--- config.mk ---
export PLATFORM = sky130hd
export DESIGN_NAME = print_echo_seq
export DESIGN_NICKNAME = d
export VERILOG_FILES = /design/src/rtl/pe_pkg.sv /design/src/rtl/pe_step_timer.sv /design/src/rtl/pe_line_buf.sv /design/src/rtl/print_echo_seq.sv
export SDC_FILE = /design/constraint.sdc
export NUM_CORES = 2
export LEC_CHECK = 0
export BUFFER_PORTS_ARGS = -buffer_cell sky130_fd_sc_hd__buf_2
export CORE_UTILIZATION = 35
export CTS_BUF_LIST = sky130_fd_sc_hd__clkbuf_8
export DETAILED_ROUTE_END_ITERATION = 16
export SYNTH_ARGS = -nofsm -noshare
export SYNTH_HDL_FRONTEND = slang
export SYNTH_HIERARCHICAL = 1
export SYNTH_SLANG_ARGS = --single-unit
--- constraint.sdc ---
create_clock -name clk_i -period 4.3 [get_ports clk_i]
set_input_delay 0.215 -clock clk_i [delete_from_list [all_inputs] [get_ports clk_i]]
set_output_delay 0.215 -clock clk_i [all_outputs]
set_load 0.1 [all_outputs]
--- src/rtl/pe_pkg.sv ---
package pe_pkg;
  localparam int WORD_W     = 36;
  localparam int LINE_WORDS = 24;
  localparam int STEP_CNT   = 46;
  localparam int IDX_W      = $clog2(LINE_WORDS);
  localparam int PTR_W      = $clog2(STEP_CNT + 1);

  localparam logic [IDX_W-1:0] ROW8_AT = IDX_W'(2);
  localparam logic [IDX_W-1:0] ROW4_AT = IDX_W'(10);
  localparam logic [IDX_W-1:0] ROW3_AT = IDX_W'(12);
  localparam logic [PTR_W-1:0] BIN_FIRST = PTR_W'(16);
  localparam logic [PTR_W-1:0] BIN_LAST  = PTR_W'(17);
  localparam logic [PTR_W-1:0] NRM_LAST  = PTR_W'(23);

  typedef enum logic [1:0] {
    ST_INIT  = 2'd0,
    ST_PRINT = 2'd1,
    ST_ECHO  = 2'd2,
    ST_END   = 2'd3
  } pe_state_e;

  typedef struct packed {
    logic             echo;
    logic [IDX_W-1:0] idx;
  } pe_step_t;

  // interleave schedule: write/echo blocks and their index offsets
  function automatic pe_step_t step_of(input logic [PTR_W-1:0] p);
    pe_step_t s;
    logic [PTR_W-1:0] t;
    s.echo = 1'b1;
    t      = p - PTR_W'(24);
    if (p < PTR_W'(18))      begin s.echo = 1'b0; t = p;               end
    else if (p < PTR_W'(20)) begin s.echo = 1'b1; t = p - PTR_W'(18); end
    else if (p < PTR_W'(22)) begin s.echo = 1'b0; t = p - PTR_W'(2);  end
    else if (p < PTR_W'(24)) begin s.echo = 1'b1; t = p - PTR_W'(20); end
    else if (p < PTR_W'(26)) begin s.echo = 1'b0; t = p - PTR_W'(4);  end
    else if (p < PTR_W'(28)) begin s.echo = 1'b1; t = p - PTR_W'(22); end
    else if (p < PTR_W'(30)) begin s.echo = 1'b0; t = p - PTR_W'(6);  end
    s.idx = t[IDX_W-1:0];
    return s;
  endfunction

  function automatic logic step_is_echo(input logic [PTR_W-1:0] p);
    pe_step_t s;
    s = step_of(p);
    return s.echo;
  endfunction
endpackage

--- src/rtl/pe_step_timer.sv ---
module pe_step_timer #(
  parameter int CNT_W = 4
) (
  input  logic             clk_i,
  input  logic             rst_ni,
  input  logic             load_i,
  input  logic [CNT_W-1:0] val_i,
  output logic             zero_o
);
  logic [CNT_W-1:0] cnt_q;

  always_ff @(posedge clk_i or negedge rst_ni) begin
    if (!rst_ni)             cnt_q <= '0;
    else if (load_i)         cnt_q <= val_i;
    else if (cnt_q != '0)    cnt_q <= cnt_q - 1'b1;
  end

  assign zero_o = (cnt_q == '0);
endmodule

--- src/rtl/pe_line_buf.sv ---
module pe_line_buf
  import pe_pkg::*;
#(
  parameter int W  = WORD_W,
  parameter int N  = LINE_WORDS,
  parameter int AW = $clog2(N)
) (
  input  logic          clk_i,
  input  logic          rst_ni,
  input  logic          clr_i,
  input  logic          we_i,
  input  logic [AW-1:0] waddr_i,
  input  logic [W-1:0]  wdata_i,
  input  logic [AW-1:0] echo_idx_i,
  output logic [W-1:0]  echo_word_o,
  input  logic [AW-1:0] rd_idx_i,
  output logic [W-1:0]  rd_word_o
);
  logic [W-1:0] mem [N];

  for (genvar g = 0; g < N; g++) begin : g_word
    logic [W-1:0] q;
    always_ff @(posedge clk_i or negedge rst_ni) begin
      if (!rst_ni)                             q <= '0;
      else if (clr_i)                          q <= '0;
      else if (we_i && waddr_i == AW'(g))      q <= wdata_i;
    end
    assign mem[g] = q;
  end

  // echo words derived from live buffer; rows 9..1 are final before first echo
  logic [AW-1:0] and_a, and_b;
  always_comb begin
    and_a = AW'(ROW8_AT) + AW'(echo_idx_i[0]);
    and_b = (echo_idx_i[1] ? AW'(ROW3_AT) : AW'(ROW4_AT)) + AW'(echo_idx_i[0]);
    if (echo_idx_i < AW'(4)) echo_word_o = mem[and_a] & mem[and_b];
    else                     echo_word_o = mem[echo_idx_i - AW'(4)];
  end

  assign rd_word_o = (rd_idx_i < AW'(N)) ? mem[rd_idx_i] : '0;
endmodule

--- src/rtl/print_echo_seq.sv ---
module print_echo_seq
  import pe_pkg::*;
#(
  parameter int T_START = 4,
  parameter int T_STOP  = 6,
  parameter int T_SHORT = 3,
  parameter int T_LONG  = 5
) (
  input  logic              clk_i,
  input  logic              rst_ni,
  input  logic              start_i,
  input  logic              start_bin_i,
  input  logic              start_echo_i,
  output logic              stall_o,
  input  logic              chan_conn_i,
  input  logic              wr_valid_i,
  input  logic [WORD_W-1:0] wr_data_i,
  input  logic              wr_eor_i,
  output logic              wr_req_o,
  output logic              rd_valid_o,
  output logic [WORD_W-1:0] rd_data_o,
  output logic              io_check_o,
  output logic              line_done_o,
  input  logic [IDX_W-1:0]  buf_idx_i,
  output logic [WORD_W-1:0] buf_word_o
);
  localparam int T_MAX01 = (T_START > T_STOP) ? T_START : T_STOP;
  localparam int T_MAX23 = (T_SHORT > T_LONG) ? T_SHORT : T_LONG;
  localparam int T_MAX   = (T_MAX01 > T_MAX23) ? T_MAX01 : T_MAX23;
  localparam int CNT_W   = $clog2(T_MAX + 1);
  localparam logic [CNT_W-1:0] D_START = CNT_W'(T_START);
  localparam logic [CNT_W-1:0] D_STOP  = CNT_W'(T_STOP);
  localparam logic [CNT_W-1:0] D_SHORT = CNT_W'(T_SHORT);
  localparam logic [CNT_W-1:0] D_LONG  = CNT_W'(T_LONG);

  pe_state_e         state_q, state_d;
  logic              active_q, active_d;
  logic              bin_q, bin_d, echo_q, echo_d;
  logic [PTR_W-1:0]  ptr_q, ptr_d, nxt_ptr, limit;
  logic [WORD_W-1:0] hold_q, hold_d;
  logic              hold_v_q, hold_v_d;
  logic              ioc_q, ioc_d;
  logic              wr_req_q, wr_req_d, rd_v_q, rd_v_d, done_q, done_d, stall_q, stall_d;
  logic [WORD_W-1:0] rd_d_q, rd_d_d;

  logic              t_load, t_zero;
  logic [CNT_W-1:0]  t_val;
  logic              buf_clr, buf_we;
  logic [IDX_W-1:0]  buf_waddr;
  logic [WORD_W-1:0] buf_wdata, echo_word;
  pe_step_t          cur;
  logic              start_ok, wr_take, pr_wr, fire;

  pe_step_timer #(.CNT_W(CNT_W)) u_timer (
    .clk_i (clk_i), .rst_ni (rst_ni),
    .load_i(t_load), .val_i (t_val), .zero_o(t_zero)
  );

  pe_line_buf #(.W(WORD_W), .N(LINE_WORDS)) u_buf (
    .clk_i      (clk_i),
    .rst_ni     (rst_ni),
    .clr_i      (buf_clr),
    .we_i       (buf_we),
    .waddr_i    (buf_waddr),
    .wdata_i    (buf_wdata),
    .echo_idx_i (cur.idx),
    .echo_word_o(echo_word),
    .rd_idx_i   (buf_idx_i),
    .rd_word_o  (buf_word_o)
  );

  assign cur      = step_of(ptr_q);
  assign nxt_ptr  = ptr_q + 1'b1;
  assign limit    = bin_q ? BIN_LAST : NRM_LAST;
  assign start_ok = start_i && !active_q;
  assign wr_take  = wr_valid_i && active_q && (state_q == ST_PRINT || state_q == ST_ECHO);
  assign pr_wr    = wr_take && (state_q == ST_PRINT);
  assign fire     = active_q && t_zero;

  always_comb begin
    state_d  = state_q;  active_d = active_q;
    bin_d    = bin_q;    echo_d   = echo_q;
    ptr_d    = ptr_q;    ioc_d    = ioc_q;
    hold_d   = hold_q;   hold_v_d = hold_v_q;
    rd_d_d   = rd_d_q;
    wr_req_d = 1'b0;     rd_v_d   = 1'b0;
    done_d   = 1'b0;     stall_d  = start_i && active_q;
    t_load   = 1'b0;     t_val    = '0;
    buf_clr  = 1'b0;     buf_we   = 1'b0;
    buf_waddr = ptr_q[IDX_W-1:0];
    buf_wdata = wr_data_i;

    if (wr_take) begin
      hold_d   = wr_data_i;
      hold_v_d = 1'b1;
    end

    if (start_ok) begin
      state_d  = ST_INIT;
      active_d = 1'b1;
      bin_d    = start_bin_i;
      echo_d   = start_echo_i;
      ioc_d    = 1'b0;
      t_load   = 1'b1;
      t_val    = D_START;
    end else if (pr_wr) begin
      // word written on arrival; may close the line
      buf_we = 1'b1;
      ptr_d  = nxt_ptr;
      if (wr_eor_i || ptr_q >= limit) begin
        state_d = ST_END; done_d = 1'b1; t_load = 1'b1; t_val = D_STOP;
      end
    end else if (fire) begin
      unique case (state_q)
        ST_INIT: begin
          buf_clr  = 1'b1;
          ptr_d    = bin_q ? BIN_FIRST : '0;
          state_d  = echo_q ? ST_ECHO : ST_PRINT;
          hold_v_d = 1'b0;
          wr_req_d = 1'b1;
          t_load   = 1'b1;
          t_val    = D_SHORT;
        end
        ST_PRINT: begin
          t_load = 1'b1;
          if (!chan_conn_i) begin
            state_d = ST_END; done_d = 1'b1; t_val = D_STOP;
          end else begin
            if (!hold_v_q) ioc_d = 1'b1;
            hold_v_d = 1'b0;
            wr_req_d = 1'b1;
            t_val    = ptr_q[0] ? D_SHORT : D_LONG;
          end
        end
        ST_ECHO: begin
          ptr_d  = nxt_ptr;
          t_load = 1'b1;
          if (cur.echo) begin
            rd_v_d = 1'b1;
            rd_d_d = echo_word;
            if (nxt_ptr >= PTR_W'(STEP_CNT)) begin
              state_d = ST_END; done_d = 1'b1; t_val = D_STOP;
            end else begin
              t_val = D_SHORT;
            end
          end else begin
            buf_we    = 1'b1;
            buf_waddr = cur.idx;
            buf_wdata = hold_q;
            if (!hold_v_q) ioc_d = 1'b1;
            hold_v_d  = wr_take;
            t_val     = nxt_ptr[0] ? D_SHORT : D_LONG;
          end
          if (nxt_ptr < PTR_W'(STEP_CNT) && !step_is_echo(nxt_ptr)) wr_req_d = 1'b1;
        end
        ST_END: begin
          if (chan_conn_i) begin
            state_d = ST_INIT; t_load = 1'b1; t_val = '0;
          end else begin
            active_d = 1'b0;
          end
        end
        default: ;
      endcase
    end
  end

  always_ff @(posedge clk_i or negedge rst_ni) begin
    if (!rst_ni) begin
      state_q  <= ST_INIT; active_q <= 1'b0;
      bin_q    <= 1'b0;    echo_q   <= 1'b0;
      ptr_q    <= '0;      ioc_q    <= 1'b0;
      hold_q   <= '0;      hold_v_q <= 1'b0;
      wr_req_q <= 1'b0;    rd_v_q   <= 1'b0;
      rd_d_q   <= '0;      done_q   <= 1'b0;
      stall_q  <= 1'b0;
    end else begin
      state_q  <= state_d;  active_q <= active_d;
      bin_q    <= bin_d;    echo_q   <= echo_d;
      ptr_q    <= ptr_d;    ioc_q    <= ioc_d;
      hold_q   <= hold_d;   hold_v_q <= hold_v_d;
      wr_req_q <= wr_req_d; rd_v_q   <= rd_v_d;
      rd_d_q   <= rd_d_d;   done_q   <= done_d;
      stall_q  <= stall_d;
    end
  end

  assign stall_o     = stall_q;
  assign wr_req_o    = wr_req_q;
  assign rd_valid_o  = rd_v_q;
  assign rd_data_o   = rd_d_q;
  assign io_check_o  = ioc_q;
  assign line_done_o = done_q;

  AST_START_FROM_IDLE: assert property (@(posedge clk_i) disable iff (!rst_ni)
    (start_i && !active_q) |=> (active_q && state_q == ST_INIT && !stall_o));
  AST_DONE_IN_END: assert property (@(posedge clk_i) disable iff (!rst_ni)
    line_done_o |-> (state_q == ST_END));
  AST_PRINT_PTR_LIMIT: assert property (@(posedge clk_i) disable iff (!rst_ni)
    (active_q && state_q == ST_PRINT) |-> (ptr_q <= limit));
  AST_ECHO_PTR_RANGE: assert property (@(posedge clk_i) disable iff (!rst_ni)
    (active_q && state_q == ST_ECHO) |-> (ptr_q < PTR_W'(STEP_CNT)));
  AST_READ_FROM_ECHO: assert property (@(posedge clk_i) disable iff (!rst_ni)
    rd_valid_o |-> ($past(state_q) == ST_ECHO));
  AST_IOC_STICKY: assert property (@(posedge clk_i) disable iff (!rst_ni)
    (io_check_o && !start_i) |=> io_check_o);
endmodule

==> flow_summary_export.csv <==
group,metric,value,unit
global_route,grt_start_max_net_pins,121,
critical_path,cp_slowest_stage_delay,0.50,ns
layout,syn_to_final_growth,14.0,%
pwr,seq_power_share,36.9,%
critical_path,path_class,"reg2reg",
pwr,p_sw,12.2,mW
cts,cts-root-buf,"clkbuf_8",
pwr,vdd_drop_max,368,uV
die,start_util,35.2,%
detailed_routing,drt_iter0_drc,6868,
critical_path,rr_endpoint,"rd_data_o[6]",
die,dieHeight,398,um
die,io-pin-count,126,
pwr,power.share.clock,27.9,%
synthesis,synth_area_leader_cell,"dfrtp_1",
sta,period_needed,4.08,ns
cts,cts.clk_slew.worst_paths,0.07,ns
worst_hold_path,hp-class,"in2async",
detailed_routing,drt-vias-per-instance,6.05,
sta,fmaxAchievable,245,MHz
sta,timing.hold.ws,-0.0147,ns
critical_path,arrival,4.90,ns
synthesis,post_synth.cell_area_avg,9.71,um^2
synthesis,synthDominantCellAreaShare,43.5,%
synthesis,synth_nets,5738,
synthesis,ys_types,78,
die,die_area,159000,um^2
synthesis,netlist_area,55000,um^2
detailed_routing,dr.pass1.iters,8,
critical_path,reg2reg_from,"ptr_q[3]",
critical_path,end_kind,"register",
synthesis,synthArstFlopShare,100,%
die,die_x,398,um
cts,cts_tree,"done",
global_route,grt.total_usage,27.8,%
pwr,power_leakage,26.5,nW
placed_design,dp.cells,7556,
critical_path,cpMostUsedCell,"a21oi_1",
detailed_routing,route.vias.total,47800,
synthesis,ys_top_cells_by_area,"dfrtp_1 43%, mux4_2 14%, nand2_1 13%",
pwr,p_int,19.4,mW
detailed_routing,drc,0,
sta,setup_violations,0,
pwr,power_density,503,nW/um^2
global_route,overflow,0,
sta,slew_headroom,30.8,%
die,rows,145,
critical_path,critPathLaunchType,"register",
pwr,combPwrFrac,35.2,%
cts,clkLatencyLatePin,0.93,ns
synthesis,yosysMostFrequentCell,"nand2_1",
critical_path,endpoint,"rd_data_o[6]",
cts,htree_levels,4,
placed_design,io_buffer_count,125,
cts,clock_path_buffers,3,
synthesis,synthTopCellsByCount,"1911 x nand2_1, 956 x dfrtp_1, 908 x a21oi_1",
synthesis,netlist_instances,5667,
die,core,156000,um^2
critical_path,crit_chain,"inv_1 > buf_4 > ha_1 > a21bo_2 > a21oi_1 > a21oi_1 > o22ai_4 > nand2_1 > buf_4 > a211oi_1 > a2111oi_0 > a21oi_1 > o221ai_1 > mux2_2",
layout,fin_nets,5791,
synthesis,synth_seq_cells,956,
critical_path,rrSetupSlack,0.22,ns
global_route,antenna_found_initial,12,
cts,postCtsSetupRepairBufs,0,
sta,worst_pin_slew,1.03,ns
detailed_routing,postRouteAntennaNets,0,
layout,final_cell_area,62700,um^2
cts,cts_made_buffers,173,
placed_design,dp_hpwl,131000,um
detailed_routing,drt_wl_total,222000,um
run_status,failed_checks,"hold timing",
global_route,grt_pass1_wl,324000,um
sta,clock_skew,0.0708,ns
cts,clock-sinks,956,
critical_path,path_max_fanout,8,
sta,min_period_over_period,94.9,%
critical_path,startpoint,"ptr_q[3]",
global_route,grt_pass1_vias,46700,
sta,drv_slew,0,
job,max_cap_viol_count,0,
critical_path,reg2regPathDepth,14,
placed_design,post_dp_cell_area,58800,um^2
synthesis,ys_seq_area_share,43.5,%
placed_design,place_congestion,0.893,
pwr,sw_frac_of_total,38.5,%
pwr,power,31.6,mW
critical_path,slowest_stage,"nand2_1",
sta,setup-tns-final,0,ns
layout,drive_above_1_share,20.8,%
synthesis,synth_warnings,6,
synthesis,synth_edf_count,0,
layout,instances_no_fill,7911,
run_status,status,"complete, but fails checks",
sta,hold_viol_final,1,
detailed_routing,drt-wirelength-per-cell,28.1,um
critical_path,cp.required,5.11,ns
synthesis,synth_ff_type,"dfrtp_1",
==> what timing repair did <==
| item | in CTS | in global routing |
|---|---|---|
| hold buffers | 47 | 0 |
| hold endpoints to repair | 548 | 0 |
| gates resized for setup | 0 | 6 |
| endpoints found under the setup margin | 0 | 16 |
==> power groups by stage <==
stage | Sequential (mW) | Clock [mW] | Combinational [mW]
6_report | 11.7 | 8.81 | 11.1
5_1_grt | 11.8 | 9.31 | 11.7
4_1_cts | 11.6 | 8.92 | 10.9
3_5_place_dp | 11.8 | 0 | 10.8
3_3_place_gp | 11.7 | 0 | 10.7
2_1_floorplan | 11.5 | 0 | 7.61
==> how the worst min path moves through the flow <==
stage / endpoint / startpoint / slack [ns]
floorplan: active_q / rst_ni / -0.08
global placement: u_buf/g_word[19].q[6] / rst_ni / 0.36
CTS: u_buf/g_word[19].q[6] / rst_ni / 0.009
global route: u_buf/g_word[19].q[6] / rst_ni / 0.06
finish: u_buf/g_word[19].q[6] / rst_ni / -0.01
detailed placement: u_buf/g_word[19].q[6] / rst_ni / 0.35
==> cell usage in the layout, fill, tap and decap left out, drive strengths merged, types with 10 or more instances in the layout <==
| cell | Yosys | final |
|---|---|---|
| a2111oi | 21 | 21 |
| a211oi | 28 | 28 |
| a21oi | 908 | 908 |
| a221o | 13 | 13 |
| a221oi | 25 | 25 |
| a22oi | 24 | 24 |
| buf | 229 | 354 |
| clkbuf | 294 | 219 |
| clkinv | 0 | 10 |
| dfrtp | 956 | 956 |
| dlygate4sd3 | 0 | 47 |
| ha | 22 | 22 |
| inv | 20 | 89 |
| mux2 | 189 | 189 |
| mux2i | 305 | 305 |
| mux4 | 344 | 344 |
| nand2 | 1914 | 1914 |
| nand2b | 15 | 15 |
| nand3 | 19 | 19 |
| nor2 | 42 | 42 |
| nor2b | 33 | 33 |
| nor3 | 10 | 10 |
| o21ai | 51 | 51 |
| o221ai | 23 | 23 |
| o22a | 36 | 36 |
| o22ai | 73 | 73 |
==> logic make-up (layout without fill, tap and decap cells) <==
group / after synthesis / after routing / synth area share (%)
mux: 838 / 838 / 23.8
buf+inv: 543 / 723 / 4.51
simple gates: 2061 / 2061 / 14.8
flops: 956 / 956 / 43.5
compound gates: 1242 / 1242 / 12.8
xor+xnor: 5 / 5 / 0.0796
other cells: 0 / 6 / 0
fa+ha+maj: 22 / 22 / 0.500
==> sequential cells by signal, summed over array words and instances, names as in the netlist, 2 cells and up <==
register	cells
hold_q	36
ptr_q	6
rd_data_o	36
state_q	2
u_buf/g_word.q	864
u_timer/cnt_q	3
==> area by class of cell <==
| class | instances | area [um^2] |
|---|---|---|
| clock inverter | 83 | 443 |
| clock buffer | 219 | 3010 |
| antenna | 6 | 15.0 |
| inverter | 20 | 77.6 |
| fill | 15100 | 93500 |
| multi-input combinational | 4168 | 28900 |
| tap | 2058 | 2570 |
| timing repair buffer | 401 | 3800 |
| sequential | 956 | 23900 |
==> critical path: cells and delay by family, from the launching register on <==
| family | cells | cell delay [ns] |
|---|---|---|
| mux | 1 | 0.28 |
| fa+ha+maj | 1 | 0.25 |
| flops | 1 | 0.44 |
| buf+inv | 3 | 0.63 |
| simple gates | 1 | 0.50 |
| compound gates | 8 | 1.91 |
==> layer usage <==
| layer | GRT usage, % | share of wire [%] | up-vias |
|---|---|---|---|
| met5 | 0 | 0.022 | - |
| met4 | 10.3 | 4.0 | 8 |
| met3 | 8.72 | 13 | 605 |
| met2 | 40.2 | 43 | 3102 |
| met1 | 38.9 | 40 | 24100 |
| li1 | - | - | 20100 |
==> through the flow <==
step	utilization, %	hold slack [ns]	setup slack [ns]
finish	40.2	-0.0147	0.218
global route	40.2	0.0590	-0.0173
CTS	40.1	0.00945	0.225
detailed placement	37.6	0.355	0.243
global placement	37.6	0.359	0.111
floorplan	-	-0.0806	0.00675
No activity file was read; power rests on OpenSTA's default activity.
